$ cat src/rtl/acmp_pkg.sv
package acmp_pkg;
  localparam int ADDR_W = 12;

  localparam logic [ADDR_W-1:0] A_CMP_LO = 12'h200;
  localparam logic [ADDR_W-1:0] A_CMP_HI = 12'h204;
  localparam logic [ADDR_W-1:0] A_STEP   = 12'h208;
  localparam logic [ADDR_W-1:0] A_CTRL   = 12'h240;
  localparam logic [ADDR_W-1:0] A_PEND   = 12'h244;
  localparam logic [ADDR_W-1:0] A_IEN    = 12'h248;
  localparam logic [ADDR_W-1:0] A_WACK   = 12'h24C;

  localparam int NACK = 4;

  typedef struct packed {
    logic auto_adv;
    logic enable;
  } ctrl_t;

  // bit position of each write-acknowledge flag
  function automatic int ack_pos(int i);
    case (i)
      0: return 0;
      1: return 1;
      2: return 2;
      default: return 16;
    endcase
  endfunction

  // register tracked by each write-acknowledge flag
  function automatic logic [ADDR_W-1:0] ack_addr(int i);
    case (i)
      0: return A_CMP_LO;
      1: return A_CMP_HI;
      2: return A_STEP;
      default: return A_CTRL;
    endcase
  endfunction
endpackage

$ cat src/rtl/acmp_core.sv
module acmp_core #(
  parameter int CNT_W  = 64,
  parameter int STEP_W = 32
) (
  input  logic [CNT_W-1:0]  count_i,
  input  logic [CNT_W-1:0]  target_i,
  input  logic [STEP_W-1:0] step_i,
  input  logic              enable_i,
  output logic              hit_o,
  output logic [CNT_W-1:0]  target_nxt_o
);
  assign hit_o        = enable_i && (count_i == target_i);
  assign target_nxt_o = target_i + CNT_W'(step_i);  // wraps modulo 2^CNT_W
endmodule

$ cat src/rtl/acmp_pend.sv
module acmp_pend (
  input  logic clk_i,
  input  logic rst_ni,
  input  logic hit_i,
  input  logic clr_i,
  input  logic ien_i,
  output logic pend_o,
  output logic irq_o
);
  logic pend_q;

  always_ff @(posedge clk_i or negedge rst_ni) begin
    if (!rst_ni)     pend_q <= 1'b0;
    else if (hit_i)  pend_q <= 1'b1;  // new event beats a clear
    else if (clr_i)  pend_q <= 1'b0;
  end

  assign pend_o = pend_q;
  assign irq_o  = pend_q & ien_i;
endmodule

$ cat src/rtl/acmp_regfile.sv
module acmp_regfile
  import acmp_pkg::*;
#(
  parameter int BUS_W = 32,
  localparam int CNT_W = 2 * BUS_W
) (
  input  logic              clk_i,
  input  logic              rst_ni,
  input  logic              we_i,
  input  logic [ADDR_W-1:0] addr_i,
  input  logic [BUS_W-1:0]  wdata_i,
  input  logic              adv_i,
  input  logic [CNT_W-1:0]  target_nxt_i,
  input  logic              pend_i,
  output logic [CNT_W-1:0]  target_o,
  output logic [BUS_W-1:0]  step_o,
  output ctrl_t             ctrl_o,
  output logic              ien_o,
  output logic [NACK-1:0]   ack_o,
  output logic              pend_clr_o,
  output logic [BUS_W-1:0]  rdata_o
);
  logic [1:0][BUS_W-1:0] target_q;
  logic [BUS_W-1:0]      step_q;
  ctrl_t                 ctrl_q;
  logic                  ien_q;
  logic [NACK-1:0]       ack_q;
  logic                  target_wr;

  assign target_wr = we_i && (addr_i == A_CMP_LO || addr_i == A_CMP_HI);

  for (genvar w = 0; w < 2; w++) begin : g_word
    localparam logic [ADDR_W-1:0] WADDR = A_CMP_LO + ADDR_W'(4 * w);
    always_ff @(posedge clk_i or negedge rst_ni) begin
      if (!rst_ni)                        target_q[w] <= '0;
      else if (we_i && addr_i == WADDR)   target_q[w] <= wdata_i;
      else if (adv_i && !target_wr)       target_q[w] <= target_nxt_i[w*BUS_W +: BUS_W];
    end
  end

  always_ff @(posedge clk_i or negedge rst_ni) begin
    if (!rst_ni) begin
      step_q <= '0;
      ctrl_q <= '0;
      ien_q  <= 1'b0;
    end else if (we_i) begin
      if (addr_i == A_STEP) step_q <= wdata_i;
      if (addr_i == A_CTRL) ctrl_q <= ctrl_t'(wdata_i[1:0]);
      if (addr_i == A_IEN)  ien_q  <= wdata_i[0];
    end
  end

  for (genvar i = 0; i < NACK; i++) begin : g_ack
    localparam int P = ack_pos(i);
    localparam logic [ADDR_W-1:0] TA = ack_addr(i);
    always_ff @(posedge clk_i or negedge rst_ni) begin
      if (!rst_ni)                                        ack_q[i] <= 1'b0;
      else if (we_i && addr_i == TA)                      ack_q[i] <= 1'b1;
      else if (we_i && addr_i == A_WACK && wdata_i[P])    ack_q[i] <= 1'b0;
    end
  end

  always_comb begin
    rdata_o = '0;
    case (addr_i)
      A_CMP_LO: rdata_o = target_q[0];
      A_CMP_HI: rdata_o = target_q[1];
      A_STEP:   rdata_o = step_q;
      A_CTRL:   rdata_o[1:0] = ctrl_q;
      A_PEND:   rdata_o[0] = pend_i;
      A_IEN:    rdata_o[0] = ien_q;
      A_WACK:   for (int i = 0; i < NACK; i++) rdata_o[ack_pos(i)] = ack_q[i];
      default:  rdata_o = '0;
    endcase
  end

  assign target_o   = target_q;
  assign step_o     = step_q;
  assign ctrl_o     = ctrl_q;
  assign ien_o      = ien_q;
  assign ack_o      = ack_q;
  assign pend_clr_o = we_i && addr_i == A_PEND && wdata_i[0];
endmodule

$ cat src/rtl/acmp_timer.sv
module acmp_timer
  import acmp_pkg::*;
#(
  parameter int BUS_W = 32,
  localparam int CNT_W = 2 * BUS_W
) (
  input  logic              clk_i,
  input  logic              rst_ni,
  input  logic [CNT_W-1:0]  count_i,
  input  logic              bus_we_i,
  input  logic [ADDR_W-1:0] bus_addr_i,
  input  logic [BUS_W-1:0]  bus_wdata_i,
  output logic [BUS_W-1:0]  bus_rdata_o,
  output logic              irq_o
);
  logic [CNT_W-1:0] target_q, target_nxt;
  logic [BUS_W-1:0] step_q;
  ctrl_t            ctrl_q;
  logic             ien_q, pend_q, pend_clr, hit, adv;
  logic [NACK-1:0]  ack_q;

  assign adv = hit && ctrl_q.auto_adv;

  acmp_regfile #(.BUS_W(BUS_W)) u_regs (
    .clk_i        (clk_i),
    .rst_ni       (rst_ni),
    .we_i         (bus_we_i),
    .addr_i       (bus_addr_i),
    .wdata_i      (bus_wdata_i),
    .adv_i        (adv),
    .target_nxt_i (target_nxt),
    .pend_i       (pend_q),
    .target_o     (target_q),
    .step_o       (step_q),
    .ctrl_o       (ctrl_q),
    .ien_o        (ien_q),
    .ack_o        (ack_q),
    .pend_clr_o   (pend_clr),
    .rdata_o      (bus_rdata_o)
  );

  acmp_core #(.CNT_W(CNT_W), .STEP_W(BUS_W)) u_core (
    .count_i      (count_i),
    .target_i     (target_q),
    .step_i       (step_q),
    .enable_i     (ctrl_q.enable),
    .hit_o        (hit),
    .target_nxt_o (target_nxt)
  );

  acmp_pend u_pend (
    .clk_i  (clk_i),
    .rst_ni (rst_ni),
    .hit_i  (hit),
    .clr_i  (pend_clr),
    .ien_i  (ien_q),
    .pend_o (pend_q),
    .irq_o  (irq_o)
  );
endmodule

$ cat config.mk
export PLATFORM = sky130hd
export DESIGN_NAME = acmp_timer
export DESIGN_NICKNAME = d
export VERILOG_FILES = /design/src/rtl/acmp_pkg.sv /design/src/rtl/acmp_core.sv /design/src/rtl/acmp_pend.sv /design/src/rtl/acmp_regfile.sv /design/src/rtl/acmp_timer.sv
export SDC_FILE = /design/constraint.sdc
export NUM_CORES = 1
export LEC_CHECK = 0
export BUFFER_PORTS_ARGS = -buffer_cell sky130_fd_sc_hd__buf_2
export CAP_MARGIN = 20
export CORE_ASPECT_RATIO = 2
export CORE_MARGIN = 10
export CORE_UTILIZATION = 50
export CTS_CLUSTER_DIAMETER = 50
export DETAILED_ROUTE_END_ITERATION = 8
export PLACE_DENSITY = 0.8
export SYNTH_ARGS = -nofsm -noshare
export SYNTH_HDL_FRONTEND = slang
export SYNTH_SLANG_ARGS = --single-unit
$ cat constraint.sdc
create_clock -name clk_i -period 4.1 [get_ports clk_i]
set_clock_uncertainty 0.05 [all_clocks]
set_input_delay 0.82 -clock clk_i [delete_from_list [all_inputs] [get_ports clk_i]]
set_output_delay 0.82 -clock clk_i [all_outputs]
set_load 0.02 [all_outputs]
Word-level counts from Yosys, hierarchy flattened
Index checks and enable logic that the tools add are counted.

Flip-flop bits (word level): 104. Bits of input ports: 111. Output and inout port bits: 33.

$add $sub $neg: 1. $lt $le $gt $ge: 8. Equal/unequal tests: 8. Mux-type cells: 32. Bitwise gates (word level): 2. Reductions and logical operators: 31.

Operators by type and width (count): 32-bit 2-to-1 mux (8); 32-bit by 1-bit greater-or-equal comparator with 1-bit output (second input constant) (4); 32-bit by 7-bit less-than comparator with 1-bit output (second input constant) (4); 30-bit case mux with 4 select lines (1); 32-bit bitwise mux (3); 12-bit by 10-bit equality test with 1-bit output (second input constant) (7); 64-bit by 32-bit adder with 64-bit output (1); 64-bit equality test (1); 32-bit AND (1); 1-bit demux with 5-bit select (4); 1-bit logical AND (19); 1-bit 2-to-1 mux (14); 2-bit nonzero test (7); 1-bit case mux with 7 select lines (1); 2-bit AND reduction (3); 1-bit case mux with 5 select lines (1); 1-bit AND (1); 1-bit zero test (1); 1-bit logical OR (1).

Longest topological paths before layout
Depth after elaboration: 11. Mapped depth: 12. Gate-level depth less buffers: 11.

By module
Synthesis repeated with hierarchy kept, for this count alone.

Cell total of the unflattened synthesis: 1096. Area total of the unflattened synthesis: 8889.8 µm².

By module, submodules not included: acmp_regfile (instances 1, cells an instance 621, area each 5660.4 µm²); acmp_core (instances 1, cells an instance 470, area each 3180.6 µm²); acmp_pend (instances 1, cells an instance 4, area each 42.5 µm²); acmp_timer (instances 1, cells an instance 1, area each 6.3 µm²).

Worst setup path after synthesis
Ideal clock, no wire load.

Path kind: in2out. Start: input port bus_addr_i[5]. End: output port bus_rdata_o[2]. Arrival time: 2395 ps. Setup slack: 835 ps. Stages: 6. Cell sequence: nor4_1 nand2_1 nor3_1 nand2b_1 clkbuf_1 o21ai_0.

Word-level cells in the longest chain between the ends: 2. Elaborated cells between the ends (all ways): 5.

Ends and longest elaborated chain: start: declaration (line acmp_timer.sv:11) `input logic [ADDR_W-1:0] bus_addr_i,`; 12-bit by 10-bit equality test with 1-bit output (line acmp_regfile.sv:65) `case (addr_i)`; 30-bit case mux with 4 select lines * (line acmp_regfile.sv:65); end: declaration (line acmp_timer.sv:13) `output logic [BUS_W-1:0] bus_rdata_o,`.

Mark *: on every way between the ends. The rest lies on a longest branch, timed or not.

Final worst setup path
Same ends and word-level chain as after synthesis.

==> qor.csv <==
metric,value,unit
cts_made_buffers,9,
post-route-worst-setup-slack,560.2,ps
synth_async_sr_flop_share,100.0,%
rsz0062_at_grt,no,
synth-main-ff-cell,dfrtp_1,
die_y,203.7,um
wl_per_cell,24.89,um
path_clk_slew,70,ps
multi_input_area,5440,um^2
rows,67,
yosysMostFrequentCell,dfrtp_1,
nets,1320,
cts_tree,built,
tightest_slew,871.6,ps
fin_cells,1387,
dieWidth,111.9,um
drt-initial-drc-count,794,
drt-total-wl,34520,um
fin_crit,3540,ps
drtAntennaViolNets,0,
crit_arrival,2670,ps
final.setup.tns,0,ps
dpl.hpwl,26990,um
min_period_over_period,86.34,%
vias_per_cell,6.525,
clk_latency,360,ps
area_delta_synth_final,17.35,%
synth_top_cell_by_area,dfrtp_1,
cp_slowest_cell,nor3_1,
post_cts_resized,0,
relSlewSlack,41.89,%
synth-edff-count,0,
holdBufCountCts,0,
cp-start-kind,input port,
nFillCells,1546,
antenna_found_initial,0,
gp_congestion,1.039,
fmax,282.5,MHz
synthTopCellsByCount,"dfrtp_1, nand2_1, nor2_1",
maxCapViolCount,0,
start_util,50.59,%
power-per-cell-area,234.9,nW/um^2
grt_pass1_vias,9210,
cp_max_fo,6,
crit_chain,"buf_2, nor4_1, nand2_1, nor3_1, nand2_1, nor2_1, nand2_1, o21ai_0, buf_2",
finalMaxSlewViolations,0,
detail_route.first_pass.iterations,7,
p_leak,4.563,nW
place_ws,291.0,ps
num_antenna_cells,0,
path_class,in2out,
netlist_top_cells_area,"dfrtp_1, a21oi_1, xnor2_1",
syn-cell-area,8439,um^2
cts_root_buffer,clkbuf_16,
drive_above_1_share,21.02,%
cts_max_level,3,
ys_types,64,
crit_top_cell,nand2_1,
setup-violations-final,0,
grt.total_usage,29.32,%
clockBufferDepth,2,
grt_max_degree,60,
synth_nets,1184,
status,completed,
ir_worst_vdd,184.4,uV
min_path_type,reg2reg,
clock_sinks,104,
syn_inst,1040,
yosysSeqAreaShare,30.84,%
critPathCaptureType,output port,
power.total,0.002326,W
io_pins,144,
coreArea,16680,um^2
reg2reg_setup_slack,600,ps
syn_avg_cell_area,8.115,um^2
worstPathRequired,3230,ps
dpl.cell_count,1372,
synth.top_cell.area_share,30.84,%
ys_ff_latch,104,
port_buffers,143,
seq_area,2603,um^2
vias,9050,
cts_setup_buffers,0,
hold_violations,0,
grt_overflow,0,
cpPeakStageDelay,430,ps
route.detailed.drc,0,
ys_warn_count,0,
grt_pass1_wl,52360,um
dieArea,22790,um^2
==> worst max-delay path, delay by kind of cell <==
family	cells	cell delay, ps
compound gates	1	90
simple gates	6	1460
buf+inv	2	290
==> through the flow <==
step           hold WS [ps]  cell area (um^2)  utilization (%)
2_1_floorplan         395.1              8439                -
3_3_place_gp          409.3              9545            57.22
3_5_place_dp          411.9              9545            57.22
4_1_cts               429.7              9903            59.36
5_1_grt               450.0              9903            59.36
6_report              425.0              9903            59.36
==> logic make-up after synthesis <==
family,after synthesis,share of synthesized area (%)
AOI/OAI and AO/OA,294,22.14
DFF,104,30.84
adders and majority gates,33,4.981
xor gates and xnor gates,77,7.991
buffers and inverters,103,4.759
and+or+nand+nor,361,20.71
muxes,68,8.584
==> state kept, by name, indices dropped and copies added, names as in the netlist <==
register and flops:
u_regs.step_o 32, u_regs.ctrl_o 2, u_regs.target_o 64, u_regs.ack_o 4, u_regs.ien_o 1, u_pend.pend_o 1
==> power by group <==
group | leakage (nW) | switching [W] | internal, W | total [W]
Clock | 0.171 | 0.000417 | 0.000655 | 0.00107
Combinational | 2.98 | 0.000133 | 0.0000840 | 0.000217
Sequential | 1.42 | 0.00000757 | 0.00103 | 0.00104
Total | 4.56 | 0.000558 | 0.00177 | 0.00233
==> area by class of cell <==
class | instances | share of cell area [%]
Clock buffer | 9 | 2.274
Sequential cell | 104 | 26.28
Tap cell | 207 | 2.615
Clock inverter | 6 | 1.339
Timing Repair Buffer | 188 | 11.04
Inverter | 40 | 1.516
Multi-Input combinational cell | 833 | 54.93
==> layer usage <==
metal / vias up / GRT usage, % / share of wire [%]
li1: 4041 / - / -
met1: 4247 / 30.59 / 34
met2: 591 / 49.46 / 49
met3: 171 / 6.267 / 8.3
met4: 0 / 23.89 / 8.6
met5: - / 0 / 0
==> path summary, 6_finish.rpt <==
kind	startpoint	end	cells past startpoint
setup reg to reg	u_regs.step_o[16]$_DFFE_PN0P_	u_regs.target_o[40]$_DFFE_PN0P_	13
setup / recovery	bus_addr_i[5]	bus_rdata_o[2]	9
hold reg to reg	u_regs.ack_o[1]$_DFFE_PN0P_	u_regs.ack_o[1]$_DFFE_PN0P_	2
min in group asynchronous	rst_ni	u_regs.step_o[15]$_DFFE_PN0P_	1
max in group asynchronous	rst_ni	u_regs.step_o[31]$_DFFE_PN0P_	2
hold / removal	u_regs.ack_o[1]$_DFFE_PN0P_	u_regs.ack_o[1]$_DFFE_PN0P_	2
==> placed cells by master (no fill, tap or decap), types with 4 or more instances in the layout <==
cell / Yosys / layout
and2_1: 10 / 10
o211ai_1: 19 / 19
buf_4: 0 / 43
a31oi_1: 11 / 11
nand2_1: 97 / 97
a21oi_1: 90 / 90
o2111ai_1: 4 / 4
a211oi_1: 7 / 7
and3_1: 21 / 21
bufinv_16: 0 / 4
dfrtp_1: 104 / 104
a22oi_1: 30 / 30
o311ai_0: 9 / 9
nand2b_1: 20 / 20
o31a_1: 5 / 5
mux2i_1: 33 / 33
inv_1: 39 / 39
a21boi_0: 6 / 6
clkbuf_16: 0 / 9
ha_1: 32 / 32
nor2_1: 94 / 93
xnor2_1: 47 / 47
nand4_1: 27 / 27
o21ai_0: 60 / 60
nand3_1: 41 / 41
nor2b_1: 6 / 5
a21o_1: 11 / 11
o21bai_1: 7 / 7
mux2_2: 35 / 35
nor3_1: 13 / 13
or3_1: 7 / 7
xor2_1: 30 / 30
nor4_1: 10 / 10
buf_2: 6 / 142
o22ai_1: 7 / 7
Power figures use the tool's default switching activity.
